## src/rtl/ser5_pkg.sv

```systemverilog
package ser5_pkg;

   // Width of an index able to address every bit of a word.
   function automatic int idx_width(input int w);
      return (w <= 2) ? 1 : $clog2(w);
   endfunction

endpackage

```

## src/rtl/ser5_bitcount.sv

```systemverilog
module ser5_bitcount
   import ser5_pkg::*;
#(
   parameter int WIDTH = 5,
   localparam int IW = idx_width(WIDTH)
) (
   input  logic          clk,
   input  logic          rst,
   input  logic          clear,
   input  logic          adv,
   output logic [IW-1:0] idx,
   output logic          at_last,
   output logic          next_last
);

   localparam logic [IW-1:0] LAST = IW'(WIDTH - 1);

   logic [IW-1:0] idx_q;

   always_ff @(posedge clk) begin
      if (rst || clear) begin
         idx_q <= '0;
      end else if (adv) begin
         idx_q <= idx_q + 1'b1;
      end
   end

   assign idx       = idx_q;
   assign at_last   = (idx_q == LAST);
   assign next_last = (idx_q == LAST - 1'b1);


   idx_range_chk: assert property (@(posedge clk) disable iff (rst)
      adv |=> idx_q <= LAST);

endmodule

```

## src/rtl/ser5_shifter.sv

```systemverilog
module ser5_shifter #(
   parameter int WIDTH = 5,
   localparam int SW = WIDTH - 1
) (
   input  logic             clk,
   input  logic             rst,
   input  logic             load,
   input  logic             shift,
   input  logic [WIDTH-1:0] din,
   output logic             head
);

   // Holds bits 1..WIDTH-1 of the captured word; position 0 is the next bit out.
   logic [SW-1:0] sr_q;

   for (genvar i = 0; i < SW; i++) begin : g_stage
      logic fill;
      if (i == SW - 1) begin : g_top
         assign fill = 1'b0;
      end else begin : g_mid
         assign fill = sr_q[i+1];
      end

      always_ff @(posedge clk) begin
         if (rst) begin
            sr_q[i] <= 1'b0;
         end else if (load) begin
            sr_q[i] <= din[i+1];
         end else if (shift) begin
            sr_q[i] <= fill;
         end
      end
   end

   assign head = sr_q[0];

endmodule

```

## src/rtl/ser5_serializer.sv

```systemverilog
module ser5_serializer
   import ser5_pkg::*;
#(
   parameter int WIDTH = 5
) (
   input  logic             clk,
   input  logic             rst,
   input  logic [WIDTH-1:0] data_i,
   input  logic             valid_i,
   output logic             ser_o,
   output logic             busy_o,
   output logic             last_o
);

   localparam int IW = idx_width(WIDTH);

   if (WIDTH < 2) begin : g_bad_width
      $error("ser5_serializer: WIDTH must be at least 2");
   end

   logic          busy_q;
   logic          ser_q;
   logic          last_q;
   logic [IW-1:0] idx;
   logic          at_last;
   logic          next_last;
   logic          head;
   logic          slot;
   logic          take;
   logic          step;

   // A new word may start when idle or when the final bit is on the line.
   assign slot = !busy_q || at_last;
   assign take = slot && valid_i;
   assign step = busy_q && !at_last;

   ser5_bitcount #(.WIDTH(WIDTH)) u_count (
      .clk       (clk),
      .rst       (rst),
      .clear     (slot),
      .adv       (step),
      .idx       (idx),
      .at_last   (at_last),
      .next_last (next_last)
   );

   ser5_shifter #(.WIDTH(WIDTH)) u_shift (
      .clk   (clk),
      .rst   (rst),
      .load  (take),
      .shift (step),
      .din   (data_i),
      .head  (head)
   );

   always_ff @(posedge clk) begin
      if (rst) begin
         busy_q <= 1'b0;
         ser_q  <= 1'b0;
         last_q <= 1'b0;
      end else begin
         busy_q <= take || step;
         ser_q  <= take ? data_i[0] : (step ? head : 1'b0);
         last_q <= step && next_last;
      end
   end

   assign ser_o  = ser_q;
   assign busy_o = busy_q;
   assign last_o = last_q;


   idle_start_chk: assert property (@(posedge clk) disable iff (rst)
      (!busy_o && valid_i) |=> (busy_o && ser_o == $past(data_i[0])));


   busy_hold_chk: assert property (@(posedge clk) disable iff (rst)
      (busy_o && !last_o) |=> busy_o);


   last_in_word_chk: assert property (@(posedge clk) disable iff (rst)
      last_o |-> busy_o);


   last_single_chk: assert property (@(posedge clk) disable iff (rst)
      last_o |=> !last_o);


   chain_chk: assert property (@(posedge clk) disable iff (rst)
      (last_o && valid_i) |=> (busy_o && ser_o == $past(data_i[0])));


   drop_chk: assert property (@(posedge clk) disable iff (rst)
      (last_o && !valid_i) |=> (!busy_o && !ser_o && !last_o));


   idle_quiet_chk: assert property (@(posedge clk) disable iff (rst)
      !busy_o |-> (!ser_o && !last_o));


   idx_at_idle_chk: assert property (@(posedge clk) disable iff (rst)
      !busy_o |-> idx == '0);

endmodule

```

## config.mk

```make
export PLATFORM = sky130hd
export DESIGN_NAME = ser5_serializer
export DESIGN_NICKNAME = d
export VERILOG_FILES = /design/src/rtl/ser5_pkg.sv /design/src/rtl/ser5_bitcount.sv /design/src/rtl/ser5_shifter.sv /design/src/rtl/ser5_serializer.sv
export SDC_FILE = /design/constraint.sdc
export NUM_CORES = 1
export LEC_CHECK = 0
export BUFFER_PORTS_ARGS = -buffer_cell sky130_fd_sc_hd__buf_2
export CAP_MARGIN = 15
export CORE_AREA = 2 2 39 41
export CTS_CLUSTER_SIZE = 30
export DETAILED_ROUTE_END_ITERATION = 6
export DIE_AREA = 0 0 41 43
export PLACE_DENSITY = 0.56
export SYNTH_ARGS = -nofsm -noshare
export SYNTH_HDL_FRONTEND = slang
export SYNTH_SLANG_ARGS = --single-unit
```

## constraint.sdc

```tcl
create_clock -name clk -period 1.6 [get_ports clk]
set_input_delay 0.16 -clock clk [delete_from_list [all_inputs] [get_ports clk]]
set_output_delay 0.16 -clock clk [all_outputs]
set_load 0.05 [all_outputs]
```

==> flow_metrics.tcl <==
set metrics [dict create \
    endpoint_kind "flop" \
    h-tree-depth 1 \
    post_cts.repair.setup_buffers 0 \
    cts_resized 0 \
    place.gp.congestion 0.669 \
    cts_buffers 3 \
    powerDensity_nw_per_um2 937 \
    num_antenna_cells 0 \
    yosysSeqAreaShare_pct 42.8 \
    worstSetupStartpointType "flop" \
    start_util_pct 33.8 \
    netlist_instances 42 \
    grt_antenna_before_repair 0 \
    cp_max_fo 8 \
    wl_per_cell_um 10.4 \
    rows 14 \
    synth_seq_cells 10 \
    grt_pass1_wl_um 1210 \
    synth-warning-count 0 \
    overflow 0 \
    vias 318 \
    port_buffers 10 \
    first_iter_violations 3 \
    core_um2 1380 \
    synth.distinct_cells 16 \
    io_pins 11 \
    clockBufferDepth 2 \
    clkLatencyLatePin_ns 0.25 \
    dieWidth_um 41 \
    via_per_inst 4.68 \
    wl_um 706 \
    hpwl_um 539 \
    die_h_um 43 \
    synth.avg_cell_area_um2 11.1 \
    clock_sinks 10 \
    critPathArrivalTime_ns 1.46 \
    critPathKind "flop to flop" \
    irDropWorstVdd_uv 402 \
    p_leak_nw 0.236 \
    critPathRequiredTime_ns 1.77 \
    fin_setup_tns_ns 0 \
    grt_pass1_vias 305 \
    timing.fmax_mhz 777 \
    dr.pass1.iters 2 \
    rsz0062_at_grt "false" \
    utilization_pct 39.0 \
    syn_nets 53 \
    max-cap-violations 0 \
    slew_viol_final 0 \
    area_delta_synth_final_pct 15.2 \
    cts_root_buf "clkbuf_4" \
    tightest_slew_ns 0.319 \
    post-route-period-util_pct 80.4 \
    fin_skew_ns 0.000339 \
    cts.reportedPaths.clkPinSlew_ns 0.06 \
    drtAntennaViolNets 0 \
    track_usage_pct 10.7 \
    syn-cell-area_um2 468 \
    finalPower_mw 0.505 \
    drive_gt1_share_pct 34.6 \
    final_hold_viol_count 0 \
    finalCriticalPeriod_ns 1.29 \
    nets 65 \
    cts_tree "built" \
    ctsHoldBuffers 0 \
    drc 0 \
    die-area_um2 1760 \
    slew_headroom_pct 78.7 \
    outcome "finished clean" \
    grt_max_degree 12 \
    hp-class "primary input to flop" \
    finalSetupViolCount 0 \
]
==> worst max-delay path, stage by stage, from the launching register on <==
cell and delay (ns):
dfxtp_1 0.35, inv_1 0.05, ha_1 0.22, a21bo_1 0.32
a221oi_2 0.27
==> synth_stat cells, drive strengths merged <==
cell    count  area share [%]
dfxtp      10              43
nand2       1            0.80
a21boi      1             1.6
nand3b      1             1.6
a221oi      3             9.6
nor3b       2             5.3
mux2i       5              11
inv         4             3.2
nor2b       3             4.0
nor3        3             3.2
ha          3             8.0
a21bo       1             2.1
nand2b      1             1.3
buf         3             4.5
a21oi       1             1.1
==> cell families (layout without fill, tap and decap cells) <==
family                   count (synthesis)  after routing  synth area share, %
buffers and inverters                    7             17                 7.75
adder cells (fa/ha/maj)                  3              3                 8.02
flip-flops                              10             10                 42.8
AND/OR/NAND/NOR                         11             11                 16.3
multiplexers                             5              5                 10.7
AO/OA/AOI/OAI                            6              6                 14.4
==> power by group <==
group / leakage, nW / switching, mW / total [mW] / internal [mW]
clock: 0.0138 / 0.0765 / 0.163 / 0.0864
combinational: 0.140 / 0.0407 / 0.0722 / 0.0314
sequential: 0.0821 / 0.00791 / 0.270 / 0.262
total: 0.236 / 0.125 / 0.505 / 0.380
==> through the flow <==
stage / instance area, um2 / setup WS [ns] / hold slack [ns] / cells
final: 539 / 0.314 / 0.179 / 68
after global routing: 539 / 0.189 / 0.201 / 68
after CTS: 539 / 0.301 / 0.174 / 68
after detailed placement: 517 / 0.314 / 0.443 / 65
after global placement: 517 / 0.306 / 0.449 / 65
after floorplan: 468 / 0.259 / 0.323 / 42
==> final cells by class <==
type,count,area [um2]
Sequential cell,10,200
Fill cell,141,845
Tap cell,16,20.0
Clock buffer,3,22.5
Inverter,4,15.0
Timing Repair Buffer,10,50.0
Multi-Input combinational cell,25,231
==> state kept, by name (all words and copies together), names as in the netlist <==
register,flops
ser_o,1
busy_o,1
u_shift.g_stage.fill,3
u_shift.head,1
u_count.idx,3
last_o,1
==> layer usage <==
| layer | wire length, um | track usage (%) | part of all wire (%) | up-vias |
|---|---|---|---|---|
| met5 | 0 | 0 | 0 | - |
| met4 | 0 | 4.00 | 0 | 0 |
| met3 | 70 | 7.85 | 9.9 | 0 |
| met2 | 278 | 13.1 | 39 | 11 |
| met1 | 357 | 14.1 | 51 | 140 |
| li1 | - | - | - | 167 |
==> final timing paths <==
path	startpoint	endpoint	slack [ns]	cells after the start
min reg2reg	u_count.idx[0]$_SDFFE_PP0P_	u_count.idx[0]$_SDFFE_PP0P_	0.46	1
min	data_i[0]	ser_o$_SDFF_PP0_	0.18	3
max	u_count.idx[0]$_SDFFE_PP0P_	u_shift.g_stage[0].fill$_SDFFE_PP0P_	0.31	4
max reg2reg	u_count.idx[0]$_SDFFE_PP0P_	u_shift.g_stage[0].fill$_SDFFE_PP0P_	0.31	4
==> cell usage in the layout (no fill, tap or decap), drive strengths merged <==
master / Yosys / final
dfxtp: 10 / 10
buf: 3 / 10
mux2i: 5 / 5
inv: 4 / 4
nor2b: 3 / 3
a221oi: 3 / 3
nor3: 3 / 3
ha: 3 / 3
clkbuf: 0 / 3
nor3b: 2 / 2
a21bo: 1 / 1
nand2: 1 / 1
a21oi: 1 / 1
nand3b: 1 / 1
nand2b: 1 / 1
a21boi: 1 / 1
Power figures use the tool's default switching activity.
